**src/rtl/cca_pkg.sv**
```systemverilog
`timescale 1ns/1ps
package cca_pkg;
    // Bits handled by one carry stage; the chain is built from these.
    localparam int STAGE_W = 4;

    typedef enum logic {
        OP_ADD = 1'b0,
        OP_SUB = 1'b1
    } op_e;
endpackage

```
**src/rtl/cca_operand_prep.sv**
```systemverilog
`timescale 1ns/1ps
// Stand-in for the lookup tables in front of the chain: forms the
// per-bit propagate and generate terms and the effective carry-in.
module cca_operand_prep #(
    parameter int W = 8
) (
    input  logic [W-1:0] a_i,
    input  logic [W-1:0] b_i,
    input  logic         sub_i,
    input  logic         cin_i,
    output logic [W-1:0] prop_o,
    output logic [W-1:0] gen_o,
    output logic         cin_eff_o
);
    import cca_pkg::*;

    op_e op;
    assign op = op_e'(sub_i);

    genvar gi;
    generate
        for (gi = 0; gi < W; gi++) begin : g_bit
            always_comb begin
                if (op == OP_SUB) begin
                    prop_o[gi] = ~(a_i[gi] ^ b_i[gi]);
                end else begin
                    prop_o[gi] = a_i[gi] ^ b_i[gi];
                end
                // When propagate is low both operand bits agree, so
                // either one is the carry to generate.
                gen_o[gi] = a_i[gi];
            end
        end
    endgenerate

    always_comb begin
        cin_eff_o = (op == OP_SUB) ? 1'b1 : cin_i;
    end
endmodule

```
**src/rtl/cca_stage.sv**
```systemverilog
`timescale 1ns/1ps
// One four-bit stage: a carry multiplexer and an XOR per bit.
module cca_stage #(
    parameter int SW = cca_pkg::STAGE_W
) (
    input  logic [SW-1:0] prop_i,
    input  logic [SW-1:0] gen_i,
    input  logic          ci_i,
    output logic [SW-1:0] sum_o,
    output logic [SW-1:0] cin_bits_o,
    output logic          co_o
);
    logic [SW:0] link;

    assign link[0] = ci_i;

    genvar gi;
    generate
        for (gi = 0; gi < SW; gi++) begin : g_cell
            // Carry multiplexer: select by propagate.
            assign link[gi+1]     = prop_i[gi] ? link[gi] : gen_i[gi];
            // Sum XOR.
            assign sum_o[gi]      = prop_i[gi] ^ link[gi];
            assign cin_bits_o[gi] = link[gi];
        end
    endgenerate

    assign co_o = link[SW];
endmodule

```
**src/rtl/cca_chain.sv**
```systemverilog
`timescale 1ns/1ps
// Cascade of stages; each stage's carry-out feeds the next stage.
module cca_chain #(
    parameter int NUM_STAGES = 2,
    localparam int SW = cca_pkg::STAGE_W,
    localparam int W  = NUM_STAGES * SW
) (
    input  logic [W-1:0] prop_i,
    input  logic [W-1:0] gen_i,
    input  logic         ci_i,
    output logic [W-1:0] sum_o,
    output logic [W-1:0] carries_o,
    output logic         co_o
);
    logic [NUM_STAGES:0] stage_c;

    assign stage_c[0] = ci_i;

    genvar gs;
    generate
        for (gs = 0; gs < NUM_STAGES; gs++) begin : g_stage
            cca_stage #(
                .SW(SW)
            ) u_stage (
                .prop_i     (prop_i[gs*SW +: SW]),
                .gen_i      (gen_i[gs*SW +: SW]),
                .ci_i       (stage_c[gs]),
                .sum_o      (sum_o[gs*SW +: SW]),
                .cin_bits_o (carries_o[gs*SW +: SW]),
                .co_o       (stage_c[gs+1])
            );
        end
    endgenerate

    assign co_o = stage_c[NUM_STAGES];
endmodule

```
**src/rtl/carry_chain_adder.sv**
```systemverilog
`timescale 1ns/1ps
module carry_chain_adder #(
    parameter int NUM_STAGES = 2,
    localparam int W = NUM_STAGES * cca_pkg::STAGE_W
) (
    input  logic         clk,
    input  logic         rst_n,
    input  logic [W-1:0] a_i,
    input  logic [W-1:0] b_i,
    input  logic         sub_i,
    input  logic         cin_i,
    output logic [W-1:0] sum_o,
    output logic         cout_o,
    output logic [W-1:0] carries_o
);
    typedef struct packed {
        logic [W-1:0] sum;
        logic         cout;
        logic [W-1:0] carries;
    } out_t;

    logic [W-1:0] prop;
    logic [W-1:0] gen;
    logic         cin_eff;
    logic [W-1:0] chain_sum;
    logic [W-1:0] chain_carries;
    logic         chain_co;

    out_t out_d;
    out_t out_q;

    cca_operand_prep #(
        .W(W)
    ) u_prep (
        .a_i       (a_i),
        .b_i       (b_i),
        .sub_i     (sub_i),
        .cin_i     (cin_i),
        .prop_o    (prop),
        .gen_o     (gen),
        .cin_eff_o (cin_eff)
    );

    cca_chain #(
        .NUM_STAGES(NUM_STAGES)
    ) u_chain (
        .prop_i    (prop),
        .gen_i     (gen),
        .ci_i      (cin_eff),
        .sum_o     (chain_sum),
        .carries_o (chain_carries),
        .co_o      (chain_co)
    );

    always_comb begin
        out_d.sum     = chain_sum;
        out_d.cout    = chain_co;
        out_d.carries = chain_carries;
        if (!rst_n) begin
            out_d = '0;
        end
    end

    always_ff @(posedge clk) begin
        out_q <= out_d;
    end

    assign sum_o     = out_q.sum;
    assign cout_o    = out_q.cout;
    assign carries_o = out_q.carries;
endmodule

```
**config.mk**
```make
export PLATFORM = sky130hd
export DESIGN_NAME = carry_chain_adder
export DESIGN_NICKNAME = d
export VERILOG_FILES = /design/src/rtl/cca_pkg.sv /design/src/rtl/cca_operand_prep.sv /design/src/rtl/cca_stage.sv /design/src/rtl/cca_chain.sv /design/src/rtl/carry_chain_adder.sv
export SDC_FILE = /design/constraint.sdc
export NUM_CORES = 1
export LEC_CHECK = 0
export CAP_MARGIN = 20
export CORE_UTILIZATION = 44
export CTS_CLUSTER_DIAMETER = 200
export DETAILED_ROUTE_END_ITERATION = 6
export GPL_TIMING_DRIVEN = 0
export PLACE_DENSITY = 0.84
export SLEW_MARGIN = 20
export SYNTH_ARGS = -nofsm -noshare
export SYNTH_HDL_FRONTEND = slang
export SYNTH_SLANG_ARGS = --single-unit
```
**constraint.sdc**
```tcl
create_clock -name clk -period 2.4 [get_ports clk]
set_input_delay 0.48 -clock clk [delete_from_list [all_inputs] [get_ports clk]]
set_output_delay 0.48 -clock clk [all_outputs]
set_load 0.1 [all_outputs]
```
==> flow_summary.toml <==
[yosys]
netlist.area_leader.share_pct = 31.6
synthTopCellsByCount = "17 x dfxtp_1, 12 x nor2_1, 10 x xnor2_1, 9 x nand2_1, 9 x xor2_1"
synth_warnings = 0
avgSynthCellArea_um2 = 8.54
async_flop_share_pct = 0
ys_ff_latch = 17
ys_seq_area_share_pct = 31.6
synthDistinctLibCells = 35
synth_edf_count = 0
synth_cells = 126
synth-main-ff-cell = "dfxtp_1"
synth_area_leaders = "dfxtp_1 32%, xnor2_1 8.1%, xor2_1 7.3%"
syn_nets = 146
yosysMostFrequentCell = "dfxtp_1"
netlist_area_um2 = 1080
yosysTopAreaCell = "dfxtp_1"

[die]
die_w_um = 51.5
die_h_um = 51.5
core.rowCount = 17
core_area_um2 = 2250
die_area_um2 = 2650
io_pins = 37
initial_core_util_pct = 47.7

[clock_tree]
clockBufferDepth = 2
cts_sinks = 17
h-tree-depth = 1
numCtsBuffers = 3
path_clk_slew_ns = 0.09
cts_tree = "yes"
root_buffer = "clkbuf_4"

[global_route]
use_met3_pct = 0.893
track_usage_pct = 19.1
antenna_found_initial = 0
grt_max_degree = 11
grt_pass1_wl_mm = 3.84
grtUsageMet1_pct = 22.8
grt_pass1_vias = 931
globalRouteOverflowTotal = 0
grt.busiest_layer = "met2"
grt_util_met2_pct = 34.2

[hold_path]
hold_path_class = "input pin to flip-flop"
hp-start = "cin_i"

[route]
drt_iter0_markers = 23
wl_per_cell_um = 11.6
routed_wl_mm = 2.24
ant_nets = 0
drc = 0
first_pass_iters = 4
viasPerCell = 5.19
vias = 1001

[setup_path]
worstPathRequired_ns = 2.62
path_max_fanout = 6
endpoint_kind = "flip-flop"
crit_arrival_ns = 2.51
cp-startpoint = "a_i[2]"
worst_setup_path_start_kind = "input pin"
critPathKind = "input pin to flip-flop"

[timing]
tightest_slew_ns = 0.984
drv_slew = 0
rsz0062_at_grt = "no"
timing.fmax_mhz = 438
hold_violations = 0
setup_slack_ns = 0.117
setup_total_negative_slack_ns = 0
finalCriticalPeriod_ns = 2.28
finalCritPeriodShare_pct = 95.1
setup_viol = 0
max_slew_margin_pct = 34.2

[cells_and_area]
final_cells = 193
drive_above_1_share_pct = 11.5
fin_util_pct = 65.7
antennaDiodeCount = 0
nets = 186
syn2layout_area_growth_pct = 37.7

[placement]
placed_cells = 188
dpl_worst_slack_ns = -0.400
dp_hpwl_mm = 1.78
gp_congestion = 0.744
port_buffers = 34

[run]
maxCapViolCount = 0

[power]
p_leak_uw = 0.000589
power_density_nw_per_um2 = 682
peakVddDrop_mv = 0.382

[run_status]
outcome = "complete, no violations"
-- logic make-up (layout without fill, tap and decap cells) --
logic type | after synthesis | in the layout | synth area share [%]
simple gates | 45 | 45 | 21.5
compound gates | 30 | 30 | 22.6
xor+xnor | 19 | 19 | 15.5
flops | 17 | 17 | 31.6
buf+inv | 10 | 49 | 3.95
mux | 3 | 3 | 2.79
fa+ha+maj | 2 | 2 | 2.09
-- area by class of cell --
type	instances	area [um2]
multi-input cells	99	693
clock buffers	4	26.3
fillers	199	773
flip-flops and latches	17	340
plain buffers	5	23.8
repair buffers	35	344
well taps	28	35.0
inverters	5	18.8
-- sequential cells by signal, indices dropped and copies added, names as in the netlist --
signal	count
sum_o	8
carries_o	8
cout_o	1
-- cells in the final DEF, fill, tap and decap left out --
cell type,synthesis,routed
xor2_1,9,9
a211oi_1,5,5
a31oi_1,2,2
a211oi_2,1,1
maj3_2,2,2
buf_4,1,2
nand2b_1,7,7
or2_2,2,2
xnor2_1,10,10
and2_1,2,2
nor3_1,5,5
nor3_2,2,2
o2111ai_1,1,1
o22a_1,1,1
clkbuf_1,3,4
a211oi_4,1,1
o21ai_0,4,4
clkdlybuf4s50_1,0,31
mux2i_1,3,3
a221oi_1,2,2
a21oi_2,1,1
dfxtp_1,17,17
a21o_1,1,1
a21oi_1,6,6
o22ai_1,1,1
or3_1,1,1
nor2b_1,1,1
nand2_1,9,9
inv_1,5,5
o41ai_4,1,1
dlygate4sd2_1,0,3
nor2_2,3,3
buf_2,1,1
o211a_1,2,2
or4_1,1,1
clkbuf_4,0,3
o21ai_1,1,1
nor2_1,12,12
-- where the power goes --
group,internal [uW],switching (uW)
combinational,162,381
sequential,316,7.80
clock,64.6,78.5
total,543,467
-- metal layers --
metal	wire, um	up-vias
li1	-	518
met1	1020	457
met2	1110	21
met3	61	5
met4	50	0
met5	0	-
-- path summary, 6_finish.rpt --
kind              slack, ns  cells after the start      endpoint
setup / recovery       0.12                      6      sum_o[7]
hold / removal         0.69                      3  carries_o[0]
-- worst max-delay path, stage by stage --
cell and delay [ns]:
clkdlybuf4s50_1 0.55, or2_2 0.36, a211oi_2 0.42, o22ai_1 0.19
a21oi_1 0.30, mux2i_1 0.21
-- metrics by stage --
step	instance area [um2]	total power (uW)	hold slack, ns
finish	1480	1010	0.688
CTS	1480	1010	0.679
global placement	1450	860	0.988
detailed placement	1450	871	1.00
floorplan	1080	737	0.596
global route	1480	1060	0.708
-- repair_timing --
item,CTS,global route
resized for setup,3,0
setup endpoints to repair,7,1
pin swaps,1,1
hold buffers,0,0
setup buffers,1,0
gates cloned,0,0
Note: power is estimated with default switching activity, not from simulation.
